[src/rtl/scan_seq_pkg.sv]
`timescale 1ns/1ps
// Shared types and register map of the channel scan sequencer.
package scan_seq_pkg;
    typedef enum logic [1:0] {
        SM_STEP = 2'd0,
        SM_ONCE = 2'd1,
        SM_CONT = 2'd2
    } scan_mode_e;

    typedef enum logic [1:0] {
        ST_IDLE   = 2'd0,
        ST_LAUNCH = 2'd1,
        ST_WAIT   = 2'd2
    } seq_state_e;

    localparam int unsigned ADDR_MODE  = 0;
    localparam int unsigned ADDR_MASK  = 1;
    localparam int unsigned ADDR_START = 2;
    localparam int unsigned ADDR_STAT  = 3;

    localparam int unsigned MODE_EXT_BIT = 2;
    localparam int unsigned MODE_IEN_BIT = 3;

    // Map the two-bit mode field to a scan mode; both upper codes mean continuous.
    function automatic scan_mode_e decode_mode(input logic [1:0] f);
        if (f[1])      return SM_CONT;
        else if (f[0]) return SM_ONCE;
        else           return SM_STEP;
    endfunction
endpackage

[src/rtl/scan_next.sv]
`timescale 1ns/1ps
// Circular search: returns the first set mask bit at or above 'base',
// wrapping past the top channel. Assumes N_CH >= 2.
module scan_next #(
    parameter int N_CH = 8,
    localparam int CW = $clog2(N_CH)
) (
    input  logic [N_CH-1:0] mask,
    input  logic [CW-1:0]   base,
    output logic            found,
    output logic [CW-1:0]   idx
);
    // Walk from farthest to nearest so the nearest hit wins.
    always_comb begin
        found = 1'b0;
        idx   = '0;
        for (int k = N_CH - 1; k >= 0; k--) begin
            if (mask[(int'(base) + k) % N_CH]) begin
                found = 1'b1;
                idx   = CW'((int'(base) + k) % N_CH);
            end
        end
    end
endmodule

[src/rtl/scan_regs.sv]
`timescale 1ns/1ps
// Mode and mask registers plus the combinational read-back mux.
// Assumes N_CH <= DW and that the status word fits in DW bits.
module scan_regs
    import scan_seq_pkg::*;
#(
    parameter int N_CH = 8,
    parameter int DW   = 8,
    parameter int AW   = 2,
    localparam int CW  = $clog2(N_CH)
) (
    input  logic            clk,
    input  logic            rst_n,
    input  logic            wr,
    input  logic [AW-1:0]   addr,
    input  logic [DW-1:0]   wdata,
    input  logic            busy,
    input  logic            done,
    input  logic [CW-1:0]   ptr,
    output scan_mode_e      mode,
    output logic            ext_ref,
    output logic            irq_en,
    output logic [N_CH-1:0] eff_mask,
    output logic [DW-1:0]   rdata
);
    localparam logic [AW-1:0] A_MODE = AW'(ADDR_MODE);
    localparam logic [AW-1:0] A_MASK = AW'(ADDR_MASK);
    localparam logic [AW-1:0] A_STAT = AW'(ADDR_STAT);

    logic [1:0]      mode_q;
    logic [N_CH-1:0] mask_q;

    // Capture register writes from the parallel port.
    always_ff @(posedge clk) begin
        if (!rst_n) begin
            mode_q  <= '0;
            ext_ref <= 1'b0;
            irq_en  <= 1'b0;
            mask_q  <= '0;
        end else if (wr && addr == A_MODE) begin
            mode_q  <= wdata[1:0];
            ext_ref <= wdata[MODE_EXT_BIT];
            irq_en  <= wdata[MODE_IEN_BIT];
        end else if (wr && addr == A_MASK) begin
            mask_q  <= wdata[N_CH-1:0];
        end
    end

    assign mode = decode_mode(mode_q);

    // Drop channel 0 from the search when it serves as the reference.
    always_comb begin
        eff_mask = mask_q;
        if (ext_ref) eff_mask[0] = 1'b0;
    end

    // Read-back mux.
    always_comb begin
        rdata = '0;
        case (addr)
            A_MODE: begin
                rdata[1:0]          = mode_q;
                rdata[MODE_EXT_BIT] = ext_ref;
                rdata[MODE_IEN_BIT] = irq_en;
            end
            A_MASK: rdata[N_CH-1:0] = mask_q;
            A_STAT: begin
                rdata[0]      = busy;
                rdata[1]      = done;
                rdata[2 +: CW] = ptr;
            end
            default: rdata = '0;
        endcase
    end
endmodule

[src/rtl/scan_fsm.sv]
`timescale 1ns/1ps
// Launch/wait sequencer: owns the channel pointer, the first channel of the
// current scan and the done flag. Assumes the conversion controller raises
// conv_done once per launch; strobes outside the wait state are ignored.
module scan_fsm
    import scan_seq_pkg::*;
#(
    parameter int N_CH = 8,
    localparam int CW  = $clog2(N_CH)
) (
    input  logic            clk,
    input  logic            rst_n,
    input  logic            start_wr,
    input  logic            step_wr,
    input  logic            abort,
    input  logic            stat_rd,
    input  logic [CW-1:0]   start_idx,
    input  scan_mode_e      mode,
    input  logic [N_CH-1:0] eff_mask,
    input  logic            conv_done,
    output logic            conv_start,
    output logic [CW-1:0]   conv_chan,
    output logic            busy,
    output logic            done,
    output logic [CW-1:0]   ptr
);
    seq_state_e    state_q;
    logic [CW-1:0] first_q;
    logic [CW-1:0] seek_base, adv_base, seek_idx, adv_idx;
    logic          seek_found, adv_found, step_ok, set_done;

    assign seek_base = start_wr ? start_idx : ptr;
    assign adv_base  = (ptr == CW'(N_CH - 1)) ? '0 : ptr + 1'b1;

    scan_next #(.N_CH(N_CH)) u_seek (
        .mask(eff_mask), .base(seek_base), .found(seek_found), .idx(seek_idx));
    scan_next #(.N_CH(N_CH)) u_adv (
        .mask(eff_mask), .base(adv_base), .found(adv_found), .idx(adv_idx));

    assign step_ok  = step_wr && state_q == ST_IDLE && mode == SM_STEP;
    assign set_done = !abort && !start_wr && !step_ok && state_q == ST_WAIT
                      && conv_done && (mode == SM_STEP || adv_idx == first_q);

    // Sequence state, pointer and scan origin.
    always_ff @(posedge clk) begin
        if (!rst_n) begin
            state_q <= ST_IDLE;
            ptr     <= '0;
            first_q <= '0;
        end else if (abort) begin
            state_q <= ST_IDLE;
        end else if (start_wr || step_ok) begin
            if (seek_found) begin
                state_q <= ST_LAUNCH;
                ptr     <= seek_idx;
                first_q <= seek_idx;
            end else begin
                state_q <= ST_IDLE;
            end
        end else begin
            case (state_q)
                ST_LAUNCH: state_q <= ST_WAIT;
                ST_WAIT: if (conv_done && adv_found) begin
                    ptr <= adv_idx;
                    case (mode)
                        SM_STEP: state_q <= ST_IDLE;
                        SM_ONCE: state_q <= (adv_idx == first_q) ? ST_IDLE : ST_LAUNCH;
                        default: state_q <= ST_LAUNCH;
                    endcase
                end
                default: state_q <= ST_IDLE;
            endcase
        end
    end

    // Done flag: set on completion, cleared by status read or new start.
    always_ff @(posedge clk) begin
        if (!rst_n)                   done <= 1'b0;
        else if (set_done)            done <= 1'b1;
        else if (start_wr || stat_rd) done <= 1'b0;
    end

    assign conv_start = (state_q == ST_LAUNCH);
    assign conv_chan  = ptr;
    assign busy       = (state_q != ST_IDLE);
endmodule

[src/rtl/scan_sequencer.sv]
`timescale 1ns/1ps
// Top of the channel scan sequencer: register port decode, register file
// and launch sequencer. irq_drive high means the pad should pull low.
module scan_sequencer
    import scan_seq_pkg::*;
#(
    parameter int N_CH = 8,
    parameter int DW   = 8,
    parameter int AW   = 2,
    localparam int CW  = $clog2(N_CH)
) (
    input  logic          clk,
    input  logic          rst_n,
    input  logic          reg_wr,
    input  logic          reg_rd,
    input  logic [AW-1:0] reg_addr,
    input  logic [DW-1:0] reg_wdata,
    output logic [DW-1:0] reg_rdata,
    output logic          conv_start,
    output logic [CW-1:0] conv_chan,
    input  logic          conv_done,
    output logic          ref_ext,
    output logic          irq_drive
);
    scan_mode_e      mode;
    logic            irq_en, busy, done;
    logic [N_CH-1:0] eff_mask;
    logic [CW-1:0]   ptr;
    logic            start_wr, step_wr, abort, stat_rd;

    // Decode port strobes into sequencer commands.
    assign start_wr = reg_wr && reg_addr == AW'(ADDR_START);
    assign step_wr  = reg_wr && reg_addr == AW'(ADDR_STAT);
    assign abort    = reg_wr && (reg_addr == AW'(ADDR_MODE) || reg_addr == AW'(ADDR_MASK));
    assign stat_rd  = reg_rd && reg_addr == AW'(ADDR_STAT);

    scan_regs #(.N_CH(N_CH), .DW(DW), .AW(AW)) u_regs (
        .clk(clk), .rst_n(rst_n), .wr(reg_wr), .addr(reg_addr), .wdata(reg_wdata),
        .busy(busy), .done(done), .ptr(ptr), .mode(mode), .ext_ref(ref_ext),
        .irq_en(irq_en), .eff_mask(eff_mask), .rdata(reg_rdata));

    scan_fsm #(.N_CH(N_CH)) u_fsm (
        .clk(clk), .rst_n(rst_n), .start_wr(start_wr), .step_wr(step_wr),
        .abort(abort), .stat_rd(stat_rd), .start_idx(reg_wdata[CW-1:0]),
        .mode(mode), .eff_mask(eff_mask), .conv_done(conv_done),
        .conv_start(conv_start), .conv_chan(conv_chan), .busy(busy),
        .done(done), .ptr(ptr));

    assign irq_drive = done && irq_en;
endmodule

[config.mk]
export PLATFORM = sky130hd
export DESIGN_NAME = scan_sequencer
export DESIGN_NICKNAME = d
export VERILOG_FILES = /design/src/rtl/scan_seq_pkg.sv /design/src/rtl/scan_next.sv /design/src/rtl/scan_regs.sv /design/src/rtl/scan_fsm.sv /design/src/rtl/scan_sequencer.sv
export SDC_FILE = /design/constraint.sdc
export NUM_CORES = 1
export LEC_CHECK = 0
export BUFFER_PORTS_ARGS = -buffer_cell sky130_fd_sc_hd__buf_2
export CAP_MARGIN = 25
export CORE_AREA = 2 2 85 79
export DETAILED_ROUTE_END_ITERATION = 16
export DIE_AREA = 0 0 87 81
export HOLD_SLACK_MARGIN = 0.08
export PLACE_DENSITY = 0.68
export SYNTH_ARGS = -nofsm -noshare
export SYNTH_HDL_FRONTEND = slang
export SYNTH_HIERARCHICAL = 1
export SYNTH_SLANG_ARGS = --single-unit
[constraint.sdc]
create_clock -name clk -period 6.6 [get_ports clk]
set_clock_uncertainty 0.15 [all_clocks]
set_input_delay 0.66 -clock clk [delete_from_list [all_inputs] [get_ports clk]]
set_output_delay 0.66 -clock clk [all_outputs]
set_load 0.02 [all_outputs]
==> summary.txt, run 1 <==
Die
  • IO Count: 29
  • Die extent in y: 81 um
  • Die Width: between 80 and 90 um
  • DIE AREA: ~0.0070 mm^2
  • Initial Utilization: 0.4761
  • Row count: 28
  • Core Region: ~0.0063 mm^2

Synth
  • Dominant cell type by area after synthesis: dfxtp_1
  • #FFs+latches synth: 21
  • Share of the synthesized area in the top cell type: 0.1408
  • Synth Cell Area: ~0.003 mm^2
  • Mapped Avg Cell Area: 8.755 um^2
  • Top FF cell, synth: dfxtp_1
  • Post-synthesis sequential area ratio: 0.1408
  • Synth Warn #: 6
  • Post-Syn Instances: between 300 and 400
  • Post-Syn Nets: ~370
  • Post-synth EDFFs: 0
  • Main area contributors after synthesis: dfxtp_1 14%, mux4_1 8.8%, mux2i_1 8.7%
  • Synth cell types: 61
  • Synth async-reset ratio: 0

Critical path
  • Reg-to-Reg Start: u_fsm/conv_chan[0]$_SDFFE_PN0P_
  • CP endpoint kind: register
  • RR Endpoint: u_fsm/state_q[0]$_SDFFE_PP0P_
  • R2R cell count: 13
  • CP startpoint kind: register
  • Crit path kind: reg2reg
  • Worst Path Arrival: 4.60 ns
  • CP Data Required Time: roughly 6.6 ns
  • Worst-path fanout max: 15
  • R2R setup slack: ~2.0 ns

Timing
  • Setup_tns: 0 ns
  • Slew Limit Fails: 0
  • Fmax: about 220 MHz
  • Relative slew slack: 0.5104
  • RSZ-0062 raised after global routing: no
  • Setup-failing EPs final: 0
  • Minimum clock period: between 4 and 5 ns
  • Slew @ Worst Pin: 0.7343 ns
  • Final hold violations: 0
  • Tcrit/Tclk final: 0.6967

Layout
  • Commonest non-fill, non-tap cell in the layout: nand2_1
  • Syn-to-layout area delta: 2.640%
  • Diodes inserted: 0
  • Fillers: just over 600
  • Most frequent cells in the layout: 48 x nand2_1, 28 x buf_2, 26 x mux2i_1
  • Layout cell share with drive strength beyond 1: 0.1971
  • Total Nets Final: 370
  • Fin area: between 0.003 and 0.004 mm^2

Power
  • IR Drop Worst-Case VDD: roughly 130 uV
  • Leak: approximately 0.0013 uW
  • PwrDens: approximately 150 mW/mm^2

Placed design
  • # port buffers: 28
  • Placed instance area: a little over 0.003 mm^2
  • Gp weighted congestion: roughly 0.92
  • Post-DP HPWL: roughly 5600 um

Routing
  • Via count: between 2000 and 3000
  • Number of remaining DRC errors: 0
  • Antenna viol nets, final: 0
  • DR pass1 iterations: 4
  • DRT Wirelength: between 7000 and 8000 um
  • DR vias/cell: 6.398
  • 1st-iter DRT viols: around 200
  • DR WL/cell: roughly 18 um

Clock tree
  • Clock root buffer: clkbuf_8
  • Post-CTS Hold Fix Bufs: 0
  • CTS tree: yes
  • CTS Buffer Depth: 2
  • Setup Buffers After CTS: 0
  • Number of CTS-inserted buffers: 3
  • Worst-Skew Late Latency: ~0.26 ns
  • Clock-pin slew on the worst setup and hold paths: about 0.080 ns
  • H-tree Lvls: 1
  • Clk sinks: 21
  • Post-CTS sizing: 0

Global route
  • First-pass GRT wire length: ~12000 um
  • Largest net degree at the start of global routing: 24
  • Total track usage: 0.2118
  • Initial antenna violation count: 0
  • Gr ovfl total: 0
  • Vias in the first global route: around 2400

Outcome
  • Status: completed

Worst hold path
  • Worst hold path cell count: 2
  • HP Class: reg2reg
  • Hold Crit Start: u_fsm/first_q[1]$_SDFFE_PN0P_
  • WHS Endpoint: u_fsm/first_q[1]$_SDFFE_PN0P_

Run
  • Max cap viols: 0
per-stage QoR:
stage | hold slack (ns) | power (uW) | util | instances | setup WS, ns
2_1_floorplan | 0.2925 | 341.3 | - | 341 | 2.353
3_3_place_gp | 0.3064 | 377.9 | 0.4812 | 416 | 2.144
3_5_place_dp | 0.3143 | 381.3 | 0.4812 | 416 | 2.001
4_1_cts | 0.3248 | 466.7 | 0.4886 | 420 | 2.074
5_1_grt | 0.3562 | 498.0 | 0.4886 | 420 | 1.805
6_report | 0.3206 | 468.1 | 0.4886 | 420 | 2.001
report_power, final:
group	switching, uW	leakage, uW	internal (uW)	total, uW
Combinational	140	0.00109	102	241
Clock	42.8	0.0000255	42.0	84.8
Sequential	10.1	0.000170	132	142
worst max-delay path by stage:
stage | startpoint | endpoint
finish | u_fsm/conv_chan[0]$_SDFFE_PN0P_ | u_fsm/state_q[0]$_SDFFE_PP0P_
global route | u_fsm/conv_chan[0]$_SDFFE_PN0P_ | u_fsm/state_q[0]$_SDFFE_PP0P_
CTS | u_fsm/conv_chan[0]$_SDFFE_PN0P_ | u_fsm/state_q[0]$_SDFFE_PP0P_
detailed placement | reg_addr[1] | u_fsm/conv_chan[2]$_SDFFE_PN0P_
global placement | u_fsm/conv_chan[0]$_SDFFE_PN0P_ | u_fsm/state_q[0]$_SDFFE_PP0P_
floorplan | u_fsm/conv_chan[0]$_SDFFE_PN0P_ | u_fsm/state_q[0]$_SDFFE_PP0P_
worst max-delay path, stage by stage, from the launching register on:
cell	delay (ns)
dfxtp_1	0.38
ha_1	0.70
inv_1	0.28
ha_1	0.53
mux4_1	0.46
a21oi_1	0.36
o211ai_1	0.14
a211oi_1	0.27
nor4b_1	0.09
o22ai_1	0.36
xor2_1	0.16
o311ai_1	0.26
a211oi_1	0.13
a41o_1	0.22
flip-flops by register name, indices dropped and copies added, names as in the netlist:
signal	flops
u_regs/mask_q	8
u_fsm/conv_chan	3
u_fsm/first_q	3
u_fsm/state_q	2
u_regs/mode_q	2
u_fsm/done	1
u_regs/ext_ref	1
u_regs/irq_en	1
kinds of logic after synthesis:
logic type      after synthesis  share of synthesized area
compound gates               75                     0.1802
xor+xnor                      9                    0.02641
fa+ha+maj                     9                    0.03772
buf+inv                      45                    0.09011
flops                        21                     0.1408
mux                          61                     0.3097
simple gates                121                     0.2150
routing by layer:
layer | GRT usage | wire length (um)
met1 | 0.3008 | 3507
met2 | 0.3534 | 3517
met3 | 0.01423 | 227
met4 | 0.04844 | 108
met5 | 0 | 0
synthesized netlist by cell type, types with 3 or more instances:
master     n
clkbuf_1   5
nor2_1    15
mux4_1    10
nor2b_1    8
o22ai_1    4
xor2_1     7
a22oi_1    3
nor3_1    10
buf_4     18
nand2_1   48
nor4_1     4
and2_1     8
ha_1       9
inv_1     15
mux4_2    10
nand3_1    5
a221oi_1   4
a21oi_1   18
o21ai_0    8
buf_6      4
a211oi_1   3
a31oi_1    6
dfxtp_1   21
nand4_1    3
and3_1     6
mux2_2    11
mux2i_1   26
cell type report:
type | count | area, um^2 | area share
Clock inverter | 1 | 5.005 | 0.001633
Timing Repair Buffer | 29 | 147.6 | 0.04818
Clock buffer | 3 | 41.29 | 0.01347
Tap cell | 75 | 93.84 | 0.03062
Multi-Input combinational cell | 275 | 2296 | 0.7493
Sequential cell | 21 | 420.4 | 0.1372
Inverter | 16 | 60.06 | 0.01960
Power figures use the tool's default switching activity.
==> run 2: changes to the inputs <==
- PLACE_DENSITY: 0.68 -> 0.7
- clock period: 6.6 -> 4 ns (I/O delays scaled with it)
==> run 2 against run 1 <==
- register-to-register slack worse by 1.8 ns
- highest routed layer unchanged
- sequential share of layout area is 0.48 points lower
- critical endpoint unchanged
- cell count is 2.9% higher
- critical path type unchanged
- sequential power is 63% higher
==> summary.txt, run 2 (synthesis results as in run 1) <==
Layout
  • Most frequent cells in the layout: 48 x nand2_1, 28 x buf_2, 26 x mux2i_1
  • Fin area: approximately 0.0032 mm^2
  • Commonest non-fill, non-tap cell in the layout: nand2_1
  • Max FFs per register: 8
  • Diodes inserted: 0
  • Largest Register: u_regs/mask_q
  • Syn-to-layout area delta: 6.706%
  • Total Nets Final: 382
  • Fillers: around 570
  • Core occupancy in the finished layout: 0.5080
  • Layout cell share with drive strength beyond 1: 0.2409
  • Post-Layout Cell Count: approximately 430

Critical path
  • CP Data Required Time: 4.01 ns
  • CP endpoint kind: register
  • Worst Path Arrival: 3.82 ns
  • Critical Path, Cell by Cell: ha_1 > ha_1 > nor2_4 > buf_4 > mux4_2 > mux2_4 > o21ai_2 > a31oi_1 > o21bai_1 > mux2_1 > xor2_1 > o311ai_1 > a211oi_1 > a41o_1
  • CP startpoint kind: register
  • Crit path kind: reg2reg
  • Critical-path top delay cell: mux4_2
  • Worst-path fanout max: 13
  • CP peak stage delay: about 0.6 ns
  • R2R setup slack: 0.19 ns
  • Most frequent CP cell: ha_1

Power
  • Clk pwr share: 0.180
  • Sequential Power Share: 0.291
  • PwrDens: around 250 mW/mm^2
  • Combinational Power Share: 0.529
  • Net Sw Power: 326.3 uW
  • Net Sw Frac: 0.4080
  • Leak: 0.001344 uW
  • IR Drop Worst-Case VDD: around 170 uV
  • Internal power: 473.5 uW

Placed design
  • Pre-CTS setup slack: ~0.095 ns
  • Placed instance area: between 0.003 and 0.004 mm^2
  • DP Cell Count: around 430
  • # port buffers: 28
  • Gp weighted congestion: around 0.93
  • Post-DP HPWL: roughly 5400 um

Global route
  • Gr ovfl total: 0
  • First-pass GRT wire length: 11790 um
  • GR Util met3: 0.01931
  • GR Util met2: 0.3328
  • Met1 Resource Use GR: 0.2887
  • Largest net degree at the start of global routing: 24
  • Total track usage: 0.2046
  • Global route hottest layer: met2
  • Vias in the first global route: 2523
  • Initial antenna violation count: 0

Clock tree
  • Number of CTS-inserted buffers: 3
  • Worst-Skew Late Latency: 0.27 ns
  • H-tree Lvls: 1
  • CTS Buffer Depth: 2
  • CTS tree: yes
  • Clock-pin slew on the worst setup and hold paths: roughly 0.08 ns
  • Post-CTS Hold Fix Bufs: 0
  • Clk sinks: 21
  • Clock root buffer: clkbuf_8

Outcome
  • Status: completed

Timing
  • Fmax: about 260 MHz
  • Slew @ Worst Pin: 0.6260 ns
  • RSZ-0062 raised after global routing: no
  • Minimum clock period: around 3.8 ns
  • Slew Limit Fails: 0
  • Setup_tns: 0 ns
  • Final hold violations: 0
  • Tcrit/Tclk final: 0.9533
  • Setup ws final: 0.1867 ns
  • Relative slew slack: 0.5818
  • Setup-failing EPs final: 0

Routing
  • Antenna viol nets, final: 0
  • DR WL/cell: approximately 17 um
  • Via count: around 2700
  • DR pass1 iterations: 6
  • Number of remaining DRC errors: 0
  • 1st-iter DRT viols: between 200 and 250
  • DRT Wirelength: 7160 um
  • DR vias/cell: ~6.3

Die
  • Row count: 28
  • Die extent in y: 81 um
  • Die Width: 87 um
  • DIE AREA: 0.007047 mm^2
  • IO Count: 29
  • Initial Utilization: 0.4761
  • Core Region: roughly 0.0063 mm^2

Worst hold path
  • HP Class: in2reg

Run
  • Max cap viols: 0
==> run 2: changes by cell type in the layout (fill, tap and decap cells not counted), sizes merged <==
cell and delta:
buf +12, clkinv -1, clkinvlp +1
==> run 2: worst paths after layout <==
kind | start | endpoint | cells past startpoint
worst max-delay path | u_fsm/conv_chan[0]$_SDFFE_PN0P_ | u_fsm/state_q[0]$_SDFFE_PP0P_ | 14
worst min-delay path | reg_wdata[5] | u_regs/mask_q[5]$_SDFFE_PN0P_ | 3
worst max register to register | u_fsm/conv_chan[0]$_SDFFE_PN0P_ | u_fsm/state_q[0]$_SDFFE_PP0P_ | 14
worst min register to register | u_fsm/first_q[1]$_SDFFE_PN0P_ | u_fsm/first_q[1]$_SDFFE_PN0P_ | 2
==> run 2: critical path: cells and delay by family (launching register included) <==
family | cells | cell delay (ns)
compound gates | 6 | 1.01
xor+xnor | 1 | 0.18
buf+inv | 1 | 0.22
fa+ha+maj | 2 | 0.40
flops | 1 | 0.36
mux | 3 | 1.30
simple gates | 1 | 0.08
==> run 2: per-stage QoR <==
step	hold WS [ns]	power, uW
4_1_cts	0.2211	787.6
5_1_grt	0.2246	855.5
2_1_floorplan	0.2925	565.1
3_5_place_dp	0.3146	640.9
6_report	0.2231	799.8
3_3_place_gp	0.3072	635.0
==> run 2: layout make-up <==
cell class / instances / area, um^2 / area share
inverters: 16 / 60.06 / 0.01885
well taps: 75 / 93.84 / 0.02946
clock buffers: 3 / 41.29 / 0.01296
repair buffers: 41 / 237.7 / 0.07463
clock inverters: 1 / 7.507 / 0.002357
multi-input cells: 275 / 2323 / 0.7294
flip-flops and latches: 21 / 421.7 / 0.1324
==> run 2: routing by layer <==
metal | wire length [um] | vias up
met2 | 3428 | 85
li1 | - | 1319
met4 | 43 | 0
met3 | 372 | 6
met5 | 0 | -
met1 | 3314 | 1300
==> run 2: power by group through the flow <==
stage	Combinational (uW)	Clock [uW]	Sequential [uW]
global placement	398	0	237
detailed placement	404	0	237
global route	461	160	234
finish	423	144	232
CTS	407	148	232
floorplan	332	0	233
==> run 2: repair_timing <==
item | 4_1_cts | 5_1_grt
setup buffers | 0 | 1
hold endpoints to repair | 0 | 0
setup endpoints to repair | 0 | 2
gates resized for setup | 0 | 5
==> run 3: changes to the inputs <==
- CELL_PAD_IN_SITES_DETAIL_PLACEMENT: default -> 1
- CELL_PAD_IN_SITES_GLOBAL_PLACEMENT: default -> 1
- CORE_AREA: 2 2 85 79 -> 2 2 92 85
- DIE_AREA: 0 0 87 81 -> 0 0 94 87
- PLACE_DENSITY: 0.7 -> 0.77
==> run 3 against run 2 <==
- count of clock-buffer cells in the layout is the same
- via count rose by 0.85%
- sequential power hardly changed
- total power increased by 2.4%
- critical path depth is 1 higher
- worst setup slack got worse by 0.0058 ns
- routed wire length increased by 16%
- die area rose by 16%
- utilization fell by 6.5 points
- non-clock buffer count grew 3
- cell count rose by 5.6%
- highest routed layer unchanged
==> summary.txt, run 3 (synthesis results as in run 1) <==
Timing
  • Final hold violations: 0
  • Minimum clock period: between 3 and 4 ns
  • Setup_tns: 0 ns
  • Slew Limit Fails: 0
  • Setup-failing EPs final: 0
  • Hold WS: around 0.24 ns
  • Tcrit/Tclk final: 0.9548
  • Fmax: ~260 MHz
  • Slew @ Worst Pin: between 0.5 and 0.6 ns
  • Relative slew slack: 0.6013

Clock tree
  • Clock-pin slew on the worst setup and hold paths: 0.09 ns
  • Clock root buffer: clkbuf_8
  • Clk sinks: 21
  • CTS Buffer Depth: 2
  • Number of CTS-inserted buffers: 3
  • CTS tree: yes
  • Worst-Skew Late Latency: 0.26 ns
  • Post-CTS Hold Fix Bufs: 0
  • H-tree Lvls: 1

Layout
  • Most frequent cells in the layout: 48 x nand2_1, 28 x buf_2, 26 x mux2i_1
  • Fillers: approximately 900
  • Reg area: ~420 um^2
  • Area of the multi-input gates: 0.002328 mm^2
  • Max FFs per register: 8
  • Syn-to-layout area delta: 8.550%
  • Post-Layout Cell Count: about 460
  • Commonest non-fill, non-tap cell in the layout: nand2_1
  • Diodes inserted: 0
  • Layout cell share with drive strength beyond 1: 0.2528
  • Largest Register: u_regs/mask_q
  • Total Nets Final: slightly below 400

Routing
  • DR vias/cell: roughly 6
  • 1st-iter DRT viols: 163
  • DR WL/cell: ~18 um
  • Number of remaining DRC errors: 0
  • DR pass1 iterations: 4
  • Antenna viol nets, final: 0
  • DRT Wirelength: about 8300 um
  • Via count: 2733

Placed design
  • DP Cell Count: between 400 and 500
  • Post-DP HPWL: between 6000 and 7000 um
  • Gp weighted congestion: ~0.84
  • # port buffers: 28

Power
  • Sequential Power Share: 0.285
  • IR Drop Worst-Case VDD: 180.4 uV
  • Leak: 0.001357 uW
  • Combinational Power Share: 0.536
  • Internal power: approximately 480 uW
  • Clk pwr share: 0.178
  • Net Sw Frac: 0.4146
  • Net Sw Power: 339.6 uW
  • PwrDens: around 250 mW/mm^2

Critical path
  • Crit path kind: reg2reg
  • Delay-heaviest family, CP: simple AND/OR/NAND/NOR gates
  • Worst path buffer plus inverter count: 1
  • Critical-path top delay cell: mux4_1
  • Critical Path, Cell by Cell: ha_1 > ha_1 > nor2_4 > inv_1 > ha_4 > mux4_1 > and2_1 > nor3_1 > a211oi_1 > nor4b_1 > o22ai_2 > xor2_1 > o311ai_1 > a211oi_1 > a41o_1
  • Worst-path fanout max: 6
  • CP endpoint kind: register
  • CP Data Required Time: around 4.0 ns
  • CP startpoint kind: register
  • Worst Path Arrival: approximately 3.8 ns
  • CP peak stage delay: between 0.3 and 0.4 ns

Global route
  • Largest net degree at the start of global routing: 24
  • Gr ovfl total: 0
  • First-pass GRT wire length: roughly 14000 um
  • Total track usage: 0.2063
  • Vias in the first global route: between 2000 and 3000
  • Initial antenna violation count: 0

Die
  • DIE AREA: about 0.008 mm^2
  • Initial Utilization: 0.4079
  • Core Region: around 0.0073 mm^2
  • Row count: 30
  • Die Width: ~94 um
  • Die extent in y: roughly 87 um
  • IO Count: 29

Outcome
  • Status: completed

Worst hold path
  • HP Class: in2reg

Run
  • Max cap viols: 0
run 3: what timing repair did:
item	4_1_cts	5_1_grt
endpoints found under the setup margin	0	2
setup buffers	0	1
gates resized for setup	0	6
run 3: worst register-to-register path: cells and delay by family (launching register included):
| family | cells | cell delay (ns) |
|---|---|---|
| AO/OA/AOI/OAI | 5 | 0.91 |
| XOR/XNOR | 1 | 0.19 |
| adder cells (fa/ha/maj) | 3 | 0.71 |
| buffers and inverters | 1 | 0.12 |
| flip-flops | 1 | 0.36 |
| multiplexers | 1 | 0.37 |
| AND/OR/NAND/NOR | 4 | 0.92 |
run 3: cell type report:
class | count | share of cell area
clock buffers | 3 | 0.01274
clock inverters | 1 | 0.002317
inverters | 16 | 0.01853
multi-input cells | 275 | 0.7185
flip-flops and latches | 21 | 0.1305
well taps | 96 | 0.03707
repair buffers | 44 | 0.08031
run 3: path summary, 6_finish.rpt:
path	from	endpoint	slack [ns]	cells after the start
worst max-delay path	u_fsm/conv_chan[0]$_SDFFE_PN0P_	u_fsm/state_q[0]$_SDFFE_PP0P_	0.18	15
worst min-delay path	reg_wdata[5]	u_regs/mask_q[5]$_SDFFE_PN0P_	0.24	3
worst max register to register	u_fsm/conv_chan[0]$_SDFFE_PN0P_	u_fsm/state_q[0]$_SDFFE_PP0P_	0.18	15
worst min register to register	u_fsm/first_q[1]$_SDFFE_PN0P_	u_fsm/first_q[1]$_SDFFE_PN0P_	0.33	2
run 3: power by group through the flow:
stage               clock network [uW]  logic [uW]  registers [uW]
floorplan                            0         332             233
global placement                     0         410             237
detailed placement                   0         420             238
CTS                                150         423             233
global route                       157         478             236
finish                             146         439             234
run 3: routing by layer:
metal	routed length [um]	GRT usage	up-vias
li1	-	-	1314
met1	4028	0.2906	1369
met2	4065	0.3558	40
met3	131	0.01039	10
met4	63	0.03689	0
met5	0	0	-
run 3: per-stage QoR:
stage | area [um^2] | power (uW) | util | setup slack, ns
after floorplan | 2995 | 565.1 | - | 0.05850
after global placement | 3158 | 647.7 | 0.4315 | 0.2289
after detailed placement | 3158 | 657.6 | 0.4315 | 0.08954
after CTS | 3207 | 805.6 | 0.4381 | 0.06330
after global routing | 3241 | 871.4 | 0.4427 | -0.005702
final | 3241 | 819.3 | 0.4427 | 0.1809
